`src/rtl/scl_div_pkg.sv`:
```
package scl_div_pkg;
  typedef enum logic [1:0] {
    ST_IDLE = 2'd0,
    ST_LOW  = 2'd1,
    ST_WAIT = 2'd2,
    ST_HIGH = 2'd3
  } scl_st_e;
endpackage

```
`src/rtl/scl_cfg_dec.sv`:
```
module scl_cfg_dec #(
  parameter int PER_W   = 6,
  parameter int RND_CYC = 3,
  parameter int CW      = 10
) (
  input  logic [PER_W-1:0] per,
  output logic [CW-1:0]    lo_len,
  output logic [CW-1:0]    hi_len
);
  logic [CW-1:0] total;

  always_comb begin
    total  = CW'(20) + (CW'(per) << 3) + CW'(RND_CYC);
    lo_len = (total + CW'(1)) >> 1;
    hi_len = total >> 1;
  end
endmodule

```
`src/rtl/scl_presc.sv`:
```
module scl_presc #(
  parameter int PRE_W = 3
) (
  input  logic             clk,
  input  logic             rst_n,
  input  logic             clr,
  input  logic [PRE_W-1:0] div,
  output logic             ick
);
  logic [PRE_W-1:0] pc_q, pc_d;

  assign ick = (pc_q == div);

  always_comb begin
    if (clr || ick) pc_d = '0;
    else            pc_d = pc_q + PRE_W'(1);
  end

  always_ff @(posedge clk or negedge rst_n) begin
    if (!rst_n) pc_q <= '0;
    else        pc_q <= pc_d;
  end

  p_pc_bound_r4: assert property (@(posedge clk) disable iff (!rst_n)
    !clr |=> (pc_q <= div) || $changed(div));
endmodule

```
`src/rtl/scl_phase.sv`:
```
module scl_phase
  import scl_div_pkg::*;
#(
  parameter int CW = 10
) (
  input  logic          clk,
  input  logic          rst_n,
  input  logic          en,
  input  logic          ick,
  input  logic          scl_in,
  input  logic [CW-1:0] lo_len,
  input  logic [CW-1:0] hi_len,
  output logic          clr,
  output logic          load,
  output logic          tick,
  output logic          lo_ph,
  output logic          hi_ph
);
  scl_st_e       st_q, st_d;
  logic [CW-1:0] cnt_q, cnt_d;
  logic          tick_q, tick_d;

  always_comb begin
    st_d   = st_q;
    cnt_d  = cnt_q;
    tick_d = 1'b0;
    load   = 1'b0;
    clr    = 1'b0;
    unique case (st_q)
      ST_IDLE: begin
        clr = 1'b1;
        if (en) begin
          st_d = ST_LOW; cnt_d = '0; tick_d = 1'b1; load = 1'b1;
        end
      end
      ST_LOW: begin
        if (!en) begin
          st_d = ST_IDLE; clr = 1'b1;
        end else if (ick) begin
          if (cnt_q == lo_len - CW'(1)) begin
            st_d = ST_WAIT; cnt_d = '0; tick_d = 1'b1; clr = 1'b1;
          end else begin
            cnt_d = cnt_q + CW'(1);
          end
        end
      end
      ST_WAIT: begin
        clr = 1'b1;
        if (!en)         st_d = ST_IDLE;
        else if (scl_in) begin
          st_d = ST_HIGH; cnt_d = '0;
        end
      end
      default: begin
        if (!en) begin
          st_d = ST_IDLE; clr = 1'b1;
        end else if (ick) begin
          if (cnt_q == hi_len - CW'(1)) begin
            st_d = ST_LOW; cnt_d = '0; tick_d = 1'b1; load = 1'b1; clr = 1'b1;
          end else begin
            cnt_d = cnt_q + CW'(1);
          end
        end
      end
    endcase
  end

  always_ff @(posedge clk or negedge rst_n) begin
    if (!rst_n) begin
      st_q   <= ST_IDLE;
      cnt_q  <= '0;
      tick_q <= 1'b0;
    end else begin
      st_q   <= st_d;
      cnt_q  <= cnt_d;
      tick_q <= tick_d;
    end
  end

  assign tick  = tick_q;
  assign lo_ph = (st_q == ST_LOW);
  assign hi_ph = (st_q == ST_WAIT) || (st_q == ST_HIGH);

  p_tick_pulse_r10: assert property (@(posedge clk) disable iff (!rst_n)
    tick |=> !tick);
  p_stretch_hold_r7: assert property (@(posedge clk) disable iff (!rst_n)
    (st_q == ST_WAIT && en && !scl_in) |=> (st_q == ST_WAIT));
  p_off_idle_r9: assert property (@(posedge clk) disable iff (!rst_n)
    !en |=> (st_q == ST_IDLE) && !tick);
  p_lo_bound_r5: assert property (@(posedge clk) disable iff (!rst_n)
    (st_q == ST_LOW) |-> (cnt_q < lo_len));
endmodule

```
`src/rtl/scl_clk_gen.sv`:
```
module scl_clk_gen #(
  parameter int PRE_W   = 3,
  parameter int RND_CYC = 3
) (
  input  logic               clk,
  input  logic               rst_n,
  input  logic               en,
  input  logic [PRE_W+5:0]   cfg,
  input  logic               scl_in,
  output logic               scl_tick,
  output logic               scl_lo_ph,
  output logic               scl_hi_ph
);
  localparam int PER_W = 6;
  localparam int MAXT  = 20 + 8 * ((1 << PER_W) - 1) + RND_CYC;
  localparam int CW    = $clog2(MAXT + 1);

  logic [PRE_W-1:0] pre_q;
  logic [PER_W-1:0] per_q;
  logic [CW-1:0]    lo_len, hi_len;
  logic             ick, clr, load;

  always_ff @(posedge clk or negedge rst_n) begin
    if (!rst_n) begin
      pre_q <= '0;
      per_q <= '0;
    end else if (load) begin
      pre_q <= cfg[PRE_W-1:0];
      per_q <= cfg[PRE_W+PER_W-1:PRE_W];
    end
  end

  scl_cfg_dec #(.PER_W(PER_W), .RND_CYC(RND_CYC), .CW(CW)) u_dec (
    .per(per_q), .lo_len(lo_len), .hi_len(hi_len)
  );

  scl_presc #(.PRE_W(PRE_W)) u_presc (
    .clk(clk), .rst_n(rst_n), .clr(clr), .div(pre_q), .ick(ick)
  );

  scl_phase #(.CW(CW)) u_phase (
    .clk(clk), .rst_n(rst_n), .en(en), .ick(ick), .scl_in(scl_in),
    .lo_len(lo_len), .hi_len(hi_len), .clr(clr), .load(load),
    .tick(scl_tick), .lo_ph(scl_lo_ph), .hi_ph(scl_hi_ph)
  );

  p_phase_excl_r10: assert property (@(posedge clk) disable iff (!rst_n)
    !(scl_lo_ph && scl_hi_ph));
  p_cfg_hold_r8: assert property (@(posedge clk) disable iff (!rst_n)
    (scl_lo_ph && !scl_tick) |-> $stable(per_q) && $stable(pre_q));
endmodule

```
`config.mk`:
```
export PLATFORM = sky130hd
export DESIGN_NAME = scl_clk_gen
export DESIGN_NICKNAME = d
export VERILOG_FILES = /design/src/rtl/scl_div_pkg.sv /design/src/rtl/scl_cfg_dec.sv /design/src/rtl/scl_presc.sv /design/src/rtl/scl_phase.sv /design/src/rtl/scl_clk_gen.sv
export SDC_FILE = /design/constraint.sdc
export NUM_CORES = 1
export LEC_CHECK = 0
export BUFFER_PORTS_ARGS = -buffer_cell sky130_fd_sc_hd__clkbuf_2
export CORE_MARGIN = 2
export CORE_UTILIZATION = 29
export CTS_BUF_LIST = sky130_fd_sc_hd__clkbuf_4 sky130_fd_sc_hd__clkbuf_8
export CTS_CLUSTER_SIZE = 8
export DETAILED_ROUTE_END_ITERATION = 8
export SYNTH_ARGS = -nofsm -noshare
export SYNTH_HDL_FRONTEND = slang
export SYNTH_SLANG_ARGS = --single-unit
```
`constraint.sdc`:
```
create_clock -name clk -period 3.44 [get_ports clk]
set_input_delay 0.344 -clock clk [delete_from_list [all_inputs] [get_ports clk]]
set_output_delay 0.344 -clock clk [all_outputs]
set_load 0.01 [all_outputs]
```
==> results of run 1 <==
==> per-layer routing <==
metal,GRT usage [%],vias up
met2,19.55,36
met3,2.239,3
met1,17.52,805
li1,-,863
met4,1.240,0
met5,0,-
==> power groups by stage <==
stage / Clock [W] / Combinational (W) / Sequential, W
global placement: 0 / 0.00109 / 0.000503
floorplan: 0 / 0.000917 / 0.000450
global route: 0.000207 / 0.00122 / 0.000518
detailed placement: 0 / 0.00110 / 0.000506
finish: 0.000187 / 0.00111 / 0.000501
CTS: 0.000200 / 0.00111 / 0.000500
==> worst max path at each step <==
stage | from | endpoint | slack [ns] | cells past startpoint
after floorplan | per_q[1] | u_phase.cnt_q[0] | 0.16 | 11
after global placement | per_q[2] | u_phase.cnt_q[0] | 0.18 | 9
after detailed placement | per_q[2] | u_phase.cnt_q[0] | 0.09 | 9
after CTS | per_q[2] | u_phase.cnt_q[0] | 0.07 | 9
after global routing | per_q[2] | per_q[1] | 0.03 | 10
final | per_q[2] | u_phase.st_q[1] | 0.19 | 9
==> Yosys cell counts, types with 3 or more instances <==
master	instances
dfrtp_1	25
a21o_1	3
nand2b_1	3
xnor2_1	16
and2_1	4
inv_1	8
o211ai_1	3
a211oi_1	3
xor2_1	6
nor3_1	8
and3_1	5
clkbuf_1	8
nor2_1	16
mux2_2	9
nor4_1	3
ha_1	9
nand4_1	3
buf_2	5
o31ai_1	8
a22o_1	7
nand2_1	16
o211a_1	4
nand3_1	8
nor2b_1	4
a21oi_1	5
==> critical path: stages, from the launching register on <==
cell	delay [ns]
dfrtp_1	0.50
ha_1	0.38
nand2b_1	0.26
xnor3_1	0.37
a22o_1	0.22
o211a_1	0.13
or4_4	0.44
and3_1	0.22
or4b_1	0.52
a21boi_1	0.14
==> flip-flops by register name, indices dropped and copies added (netlist names) <==
name / flops
pre_q: 3
u_presc.pc_q: 3
u_phase.st_q: 2
u_phase.tick: 1
u_phase.cnt_q: 10
per_q: 6
==> repair_timing <==
action                                  in CTS  in global routing
gates resized for setup                      0                  2
buffers inserted                             0                  2
endpoints found under the setup margin       0                 18
==> cells in the final DEF, fill, tap and decap left out, types with 4 or more instances in the layout <==
cell type	Yosys	routed
and3_1	5	5
mux2_2	9	9
nand2_1	16	16
inv_1	8	8
buf_4	0	10
xor2_1	6	6
a22o_1	7	7
clkbuf_2	0	15
nor3_1	8	8
and2_1	4	4
a21oi_1	5	5
nand3_1	8	8
nor2b_1	4	4
ha_1	9	9
dfrtp_1	25	25
xnor2_1	16	16
nor2_1	16	16
o31ai_1	8	8
==> area by class of cell <==
class                   count  share of cell area, %
well taps                  96                  5.153
inverters                   8                  1.288
clock inverters             1                 0.3221
flip-flops and latches     25                  26.84
multi-input cells         178                  58.19
clock buffers               3                  1.771
repair buffers             25                  6.441
==> logic make-up after synthesis <==
kind of cell | count (synthesis) | synth area share [%]
flops | 25 | 30.19
xor+xnor | 23 | 10.39
buf+inv | 22 | 4.650
simple gates | 85 | 23.07
fa+ha+maj | 9 | 5.435
compound gates | 50 | 20.17
mux | 11 | 6.099
==> metrics by stage <==
step                      instance area, um2  hold slack, ns  util, %  instances
after floorplan                         2072         0.04841        -        225
after global placement                  2261          0.4031    32.91        330
after detailed placement                2261          0.4112    32.91        330
after CTS                               2310         0.09615    33.62        334
after global routing                    2331          0.1263    33.93        336
final                                   2331         0.07015    33.93        336
==> flow_metrics.env, run 1 <==
export IMPL_clock_root_buffer="clkbuf_8"
export IMPL_std_cell_rows=30
export IMPL_hpwl_mm=3.511
export IMPL_max_clock_path_buffers=2
export IMPL_hold_class="in -> async"
export IMPL_cts_max_level=1
export IMPL_p_int_w=0.0009758
export IMPL_vias_per_cell=5.080
export IMPL_r2r_start="per_q[2]"
export IMPL_wl_met3_um=147
export IMPL_die_h_um=88.53
export IMPL_place_ws_ns=0.09061
export IMPL_crit_path_start_kind="flop"
export IMPL_netlist_top_cell_by_area="dfrtp_1"
export IMPL_finalWorstSetupSlack_ns=0.1895
export IMPL_p_total_w=0.001795
export IMPL_synth_area_leaders="dfrtp_1, xnor2_1, ha_1"
export IMPL_worstPathRequired_ns=3.65
export IMPL_synth_top_area_share_pct=30.19
export IMPL_first_iter_violations=79
export IMPL_cp_data_arrival_time_ns=3.46
export IMPL_clkLatencyLatePin_ns=0.28
export IMPL_gp_congestion=0.8347
export IMPL_syn2layout_area_growth_pct=12.50
export IMPL_cts_made_buffers=3
export IMPL_synth_edff_count=0
export IMPL_critPathKind="reg -> reg"
export IMPL_clockPowerShare_pct=10.4
export IMPL_wl_mm=4.643
export IMPL_numPortBuffers=15
export IMPL_coreArea_um2=6869
export IMPL_initial_core_util_pct=30.16
export IMPL_rsz0062_at_grt="no"
export IMPL_seqPwrFrac_pct=27.9
export IMPL_met2_wirelength_mm=2.222
export IMPL_cts_tree="built"
export IMPL_grt_pass1_wl_mm=7.486
export IMPL_route_vias_total=1707
export IMPL_ant_nets=0
export IMPL_ys_seq_elements=25
export IMPL_yosys_warnings=0
export IMPL_endpoint_kind="flop"
export IMPL_die_w_um=88.53
export IMPL_p_leak_nw=0.9976
export IMPL_critical_path_peak_fanout=9
export IMPL_top_layer_used="met4"
export IMPL_syn_nets=247
export IMPL_yosys_most_used_dff="dfrtp_1"
export IMPL_wl_met1_mm=2.259
export IMPL_ys_types=55
export IMPL_timing_final_max_slew_violations=0
export IMPL_firstDrtPassIters=5
export IMPL_antenna_found_initial=0
export IMPL_pwr_density_cell_nw_per_um2=770.1
export IMPL_p_switching_w=0.0008192
export IMPL_ys_seq_area_share_pct=30.19
export IMPL_clock_skew_final_ns=0.002601
export IMPL_wire_per_inst_um=13.82
export IMPL_register_area_um2=625.6
export IMPL_nets=263
export IMPL_p_sw_share_pct=45.64
export IMPL_drive_above_1_share_pct=20.42
export IMPL_grt_util_all_layers_pct=12.11
export IMPL_fillerInstances=697
export IMPL_netlist_instances=225
export IMPL_comb_power_share_pct=61.7
export IMPL_die_area_um2=7837
export IMPL_timing_final_crit_period_ns=3.250
export IMPL_clock_sinks=25
export IMPL_rrSetupSlack_ns=0.19
export IMPL_cts_hold_buffers=0
export IMPL_fmax_mhz=307.6
export IMPL_grt_max_degree=26
export IMPL_setup_tns_ns=0
export IMPL_antennaDiodeCount=0
export IMPL_vdd_drop_max_uv=336.9
export IMPL_worst_pin_slew_ns=0.6445
export IMPL_drc=0
export IMPL_grt_ovfl_total=0
export IMPL_post_route_period_util_pct=94.49
export IMPL_synth_area_um2=2072
export IMPL_ioPinCount=16
export IMPL_grt_pass1_vias=1555
export IMPL_drv_cap=0
export IMPL_status="complete, no violations"
export IMPL_hold_viol_final=0
export IMPL_slew_headroom_pct=57.03
export IMPL_r2r_end="u_phase.st_q[1]"
export IMPL_clk_pin_slew_ns=0.10
export IMPL_syn_area_per_cell_um2=9.209
export IMPL_synthArstFlopShare_pct=100.0
export IMPL_multi_input_area_um2=1356
export IMPL_final_setup_viol_count=0
export IMPL_rr_worst_depth=9
Power figures use the tool's default switching activity.
==> inputs of run 2 (changes only) <==
ABC_AREA = 1   (was default)
SLEW_MARGIN = 30   (was default)
==> flow_metrics.env, run 2 <==
export IMPL_status="complete, no violations"
export IMPL_cp_data_arrival_time_ns=2.77
export IMPL_grt_pass1_vias=1803
export IMPL_die_h_um=89.42
export IMPL_antenna_found_initial=0
export IMPL_clk_pin_slew_ns=0.09
export IMPL_nets=356
export IMPL_cts_max_level=1
export IMPL_crit_family="simple AND/OR/NAND/NOR gates"
export IMPL_drc=0
export IMPL_grt_busiest_layer="met2"
export IMPL_firstDrtPassIters=4
export IMPL_wire_per_inst_um=10.24
export IMPL_grt_pass1_wl_mm=7.955
export IMPL_synthArstFlopShare_pct=100.0
export IMPL_max_clock_path_buffers=2
export IMPL_path_cells="inv_1 -> ha_1 -> nor2_1 -> inv_1 -> nor2_2 -> nand3_1 -> nand2_1 -> nand2_1 -> nand3_1 -> nand3_1 -> nor2_1 -> nand2_1 -> nand2_2 -> nand3_4 -> nand2_1 -> inv_1"
export IMPL_yosys_warnings=0
export IMPL_hold_viol_final=0
export IMPL_largest_reg_flops=10
export IMPL_critical_path_peak_fanout=9
export IMPL_hpwl_mm=3.514
export IMPL_wl_mm=4.424
export IMPL_ys_types=25
export IMPL_clock_skew_final_ns=0.004536
export IMPL_grt_util_all_layers_pct=12.49
export IMPL_critPathKind="reg -> reg"
export IMPL_gp_congestion=0.8558
export IMPL_endpoint_kind="flop"
export IMPL_critPathBufInv=3
export IMPL_grt_ovfl_total=0
export IMPL_rsz0062_at_grt="no"
export IMPL_syn_nets=341
export IMPL_ys_seq_elements=25
export IMPL_reg_largest_list="u_phase.cnt_q x10, per_q x6"
export IMPL_synth_area_leaders="dfrtp_1, nand2_1, inv_1"
export IMPL_clock_sinks=25
export IMPL_final_setup_viol_count=0
export IMPL_die_w_um=89.42
export IMPL_post_cts_resized=0
export IMPL_antennaDiodeCount=0
export IMPL_use_met3_pct=1.200
export IMPL_std_cell_rows=31
export IMPL_layout_commonest_cell="nand2_1"
export IMPL_yosys_most_used_dff="dfrtp_1"
export IMPL_clkLatencyLatePin_ns=0.27
export IMPL_ioPinCount=16
export IMPL_postCtsSetupRepairBufs=0
export IMPL_cts_tree="built"
export IMPL_syn2layout_area_growth_pct=10.23
export IMPL_critPathSlowestCell="dfrtp_1"
export IMPL_ant_nets=0
export IMPL_slew_headroom_pct=56.30
export IMPL_worst_pin_slew_ns=0.6556
export IMPL_hold_slack_ns=0.08550
export IMPL_drive_above_1_share_pct=12.01
export IMPL_grt_max_degree=26
export IMPL_die_area_um2=7995
export IMPL_grt_use_met1_pct=16.25
export IMPL_worstPathRequired_ns=3.61
export IMPL_drv_cap=0
export IMPL_setup_tns_ns=0
export IMPL_p_leak_nw=1.309
export IMPL_synth_area_um2=2116
export IMPL_ys_seq_area_share_pct=29.57
export IMPL_timing_final_crit_period_ns=2.596
export IMPL_syn_area_per_cell_um2=6.633
export IMPL_post_route_period_util_pct=75.45
export IMPL_clock_root_buffer="clkbuf_8"
export IMPL_initial_core_util_pct=29.49
export IMPL_top_register="u_phase.cnt_q"
export IMPL_coreArea_um2=7176
export IMPL_hold_class="in -> async"
export IMPL_first_iter_violations=45
export IMPL_fmax_mhz=385.3
export IMPL_cts_made_buffers=3
export IMPL_route_vias_total=1879
export IMPL_crit_path_start_kind="flop"
export IMPL_netlist_top_cell_by_area="dfrtp_1"
export IMPL_pwr_density_cell_nw_per_um2=717.4
export IMPL_vias_per_cell=4.350
export IMPL_synth_top_area_share_pct=29.57
export IMPL_grtUsageMet2_pct=21.89
export IMPL_synth_most_common_cell="nand2_1"
export IMPL_critical_path_most_common_cell="nand2_1"
export IMPL_yosys_top_cells_count="nand2_1, inv_1, nand3_1"
export IMPL_critPathMaxStageDelay_ns=0.52
export IMPL_vdd_drop_max_uv=364.7
export IMPL_timing_final_max_slew_violations=0
export IMPL_netlist_instances=319
export IMPL_synth_edff_count=0
export IMPL_final_cell_mix="nand2_1, inv_1, nand3_1"
export IMPL_numPortBuffers=15
export IMPL_cts_hold_buffers=0
## run 2: changes by cell type after synthesis, sizes merged, moves of 7 or more
| cell | previous run | this run |
|---|---|---|
| a22o | 7 | 0 |
| o31ai | 9 | 0 |
| nor2 | 16 | 30 |
| o21ai | 0 | 11 |
| xor2 | 6 | 14 |
| nand3 | 9 | 34 |
| nand2 | 16 | 108 |
| mux2 | 10 | 0 |
| inv | 8 | 54 |
## run 2: cell type report
cell class / count / area (um2)
Timing Repair Buffer: 15 / 75.07
Fill cell: 786 / 4843
Clock buffer: 4 / 48.80
Multi-Input combinational cell: 235 / 1256
Sequential cell: 25 / 625.6
Tap cell: 99 / 123.9
Inverter: 54 / 202.7
## run 2: report_power, final
group	internal [W]	total (W)	switching [W]	leakage [nW]
Sequential	0.000382	0.000505	0.000123	0.328
Combinational	0.000343	0.000982	0.000640	0.955
Clock	0.0000907	0.000186	0.0000956	0.0262
Total	0.000815	0.00167	0.000858	1.31
## run 2: layer usage
metal	up-vias	routed length (um)
li1	1010	-
met1	834	2175
met2	27	2075
met3	8	94
met4	0	77
met5	-	0
## run 2: path summary, 6_finish.rpt
| check | from | end | slack (ns) | cells past startpoint |
|---|---|---|---|---|
| max | per_q[1] | u_phase.cnt_q[3] | 0.84 | 16 |
| min | rst_n | u_phase.st_q[0] | 0.09 | 1 |
| max reg2reg | per_q[1] | u_phase.cnt_q[3] | 0.84 | 16 |
| min reg2reg | u_presc.pc_q[0] | u_presc.pc_q[0] | 0.48 | 1 |
| max in group asynchronous | rst_n | per_q[0] | 2.93 | 1 |
| min in group clk | cfg[1] | pre_q[1] | 0.26 | 3 |
## run 2: kinds of logic after synthesis
family	Yosys count	synth area share, %
and+or+nand+nor	186	40.15
buffers and inverters	59	11.06
DFF	25	29.57
xor gates and xnor gates	24	9.935
AOI/OAI and AO/OA	16	3.962
adders and majority gates	9	5.322
## run 2: per-stage QoR
step	area (um2)	instances	setup slack (ns)	utilization, %	power [W]
floorplan	2116	319	1.160	-	0.001298
global placement	2283	428	0.9303	31.82	0.001476
detailed placement	2283	428	0.8342	31.82	0.001493
CTS	2332	432	0.8206	32.50	0.001686
global route	2332	432	0.4623	32.50	0.001862
finish	2332	432	0.8444	32.50	0.001673
==> inputs of run 3 (changes only) <==
clock period = 2.6 ns   (was 3.44 ns; I/O delays follow)
==> flow_metrics.env, run 3 (synthesis gave the netlist of run 2 again) <==
export IMPL_rrSetupSlack_ns=0.26
export IMPL_p_leak_nw=1.320
export IMPL_grt_max_degree=26
export IMPL_hold_slack_ns=-0.006520
export IMPL_worst_pin_slew_ns=0.6406
export IMPL_crit_path_start_kind="flop"
export IMPL_fmax_mhz=427.3
export IMPL_utilization_pct=33.13
export IMPL_largest_reg_flops=10
export IMPL_std_cell_rows=31
export IMPL_timing_final_max_slew_violations=0
export IMPL_status="finished, violations left"
export IMPL_numPortBuffers=15
export IMPL_drv_cap=0
export IMPL_cts_tree="built"
export IMPL_slew_headroom_pct=57.29
export IMPL_setup_tns_ns=0
export IMPL_wl_mm=4.505
export IMPL_cts_hold_buffers=0
export IMPL_endpoint_kind="flop"
export IMPL_ant_nets=0
export IMPL_clock_skew_final_ns=0.006526
export IMPL_firstDrtPassIters=4
export IMPL_route_vias_total=1913
export IMPL_worstPathRequired_ns=2.80
export IMPL_first_iter_violations=92
export IMPL_reg_largest_list="u_phase.cnt_q x10, per_q x6"
export IMPL_max_clock_path_buffers=2
export IMPL_grt_pass1_vias=1925
export IMPL_clkLatencyLatePin_ns=0.27
export IMPL_crit_start="per_q[1]"
export IMPL_clock_root_buffer="clkbuf_8"
export IMPL_ioPinCount=16
export IMPL_initial_core_util_pct=29.49
export IMPL_path_cells="buf_4 -> ha_1 -> nor2_1 -> nand2_1 -> a21oi_2 -> nand3_1 -> xnor2_1 -> nor2_1 -> nand3_1 -> inv_2 -> nand2_4 -> nand2_4 -> nand2_1 -> o21ai_1"
export IMPL_drive_above_1_share_pct=14.93
export IMPL_vdd_drop_max_uv=369.1
export IMPL_cp_data_arrival_time_ns=2.54
export IMPL_coreArea_um2=7176
export IMPL_timing_final_crit_period_ns=2.340
export IMPL_pwr_density_cell_nw_per_um2=956.4
export IMPL_hold_viol_final=19
export IMPL_syn2layout_area_growth_pct=12.36
export IMPL_r2r_end="per_q[1]"
export IMPL_nets=358
export IMPL_die_h_um=89.42
export IMPL_die_w_um=89.42
export IMPL_post_route_period_util_pct=90.00
export IMPL_rr_worst_depth=14
export IMPL_cts_max_level=1
export IMPL_critPathSlowestCell="dfrtp_1"
export IMPL_crit_path_end="per_q[1]"
export IMPL_top_register="u_phase.cnt_q"
export IMPL_clk_pin_slew_ns=0.09
export IMPL_drc=0
export IMPL_violations="negative hold slack"
export IMPL_gp_congestion=0.8639
export IMPL_hpwl_mm=3.657
export IMPL_die_area_um2=7995
export IMPL_layout_commonest_cell="nand2_1"
export IMPL_hold_class="in -> async"
export IMPL_final_cell_mix="nand2_1, inv_1, nand3_1"
export IMPL_antenna_found_initial=0
export IMPL_vias_per_cell=4.408
export IMPL_postCtsSetupRepairBufs=0
export IMPL_grt_ovfl_total=0
export IMPL_r2r_start="per_q[1]"
export IMPL_cts_made_buffers=3
export IMPL_final_setup_viol_count=0
export IMPL_critical_path_peak_fanout=14
export IMPL_wire_per_inst_um=10.38
export IMPL_critPathMaxStageDelay_ns=0.39
export IMPL_critPathKind="reg -> reg"
export IMPL_grt_pass1_wl_mm=8.238
export IMPL_clock_sinks=25
export IMPL_grt_util_all_layers_pct=12.93
export IMPL_antennaDiodeCount=0
export IMPL_post_cts_resized=0
export IMPL_rsz0062_at_grt="no"
run 3: worst min path at each step:
| stage | cells after the start | from | end |
|---|---|---|---|
| floorplan | 0 | rst_n | per_q[0] |
| global placement | 1 | rst_n | u_phase.st_q[1] |
| detailed placement | 1 | rst_n | u_phase.cnt_q[2] |
| CTS | 1 | rst_n | u_phase.tick |
| global route | 1 | rst_n | u_phase.tick |
| finish | 1 | rst_n | u_phase.tick |
run 3: report_power, final:
group / internal [W] / switching, W / leakage [nW]
sequential: 0.000507 / 0.000150 / 0.327
combinational: 0.000492 / 0.000879 / 0.967
clock: 0.000120 / 0.000127 / 0.0262
run 3: layout make-up:
class	instances	area, um2
inverter	54	202.7
fill	790	4798
tap	99	123.9
clock buffer	4	48.80
sequential	25	626.9
multi-input combinational	235	1285
timing repair buffer	17	90.09
run 3: routing by layer:
layer	vias to the layer above	routed length, um	global-route usage (%)
li1	1015	-	-
met4	0	47	3.799
met5	-	0	0
met1	874	2122	16.06
met3	4	116	1.293
met2	20	2219	23.57
run 3: worst max-delay path: cells and delay by family, from the launching register on:
family / cells / cell delay, ns
buffers and inverters: 2 / 0.30
adders and majority gates: 1 / 0.19
AOI/OAI and AO/OA: 2 / 0.27
and+or+nand+nor: 8 / 0.97
DFF: 1 / 0.39
xor gates and xnor gates: 1 / 0.14
run 3: per-stage QoR:
step                      hold WS [ns]  total power (W)  instances  setup WS (ns)  cell area (um2)
after floorplan               -0.03559         0.001717        319         0.3196             2116
after global placement          0.3126         0.001984        430         0.2016             2298
after detailed placement        0.3330         0.002012        430         0.1733             2298
after CTS                      0.03012         0.002266        434         0.1451             2347
after global routing           0.05983         0.002540        434    0.000001554             2377
final                        -0.006520         0.002274        434         0.2600             2377
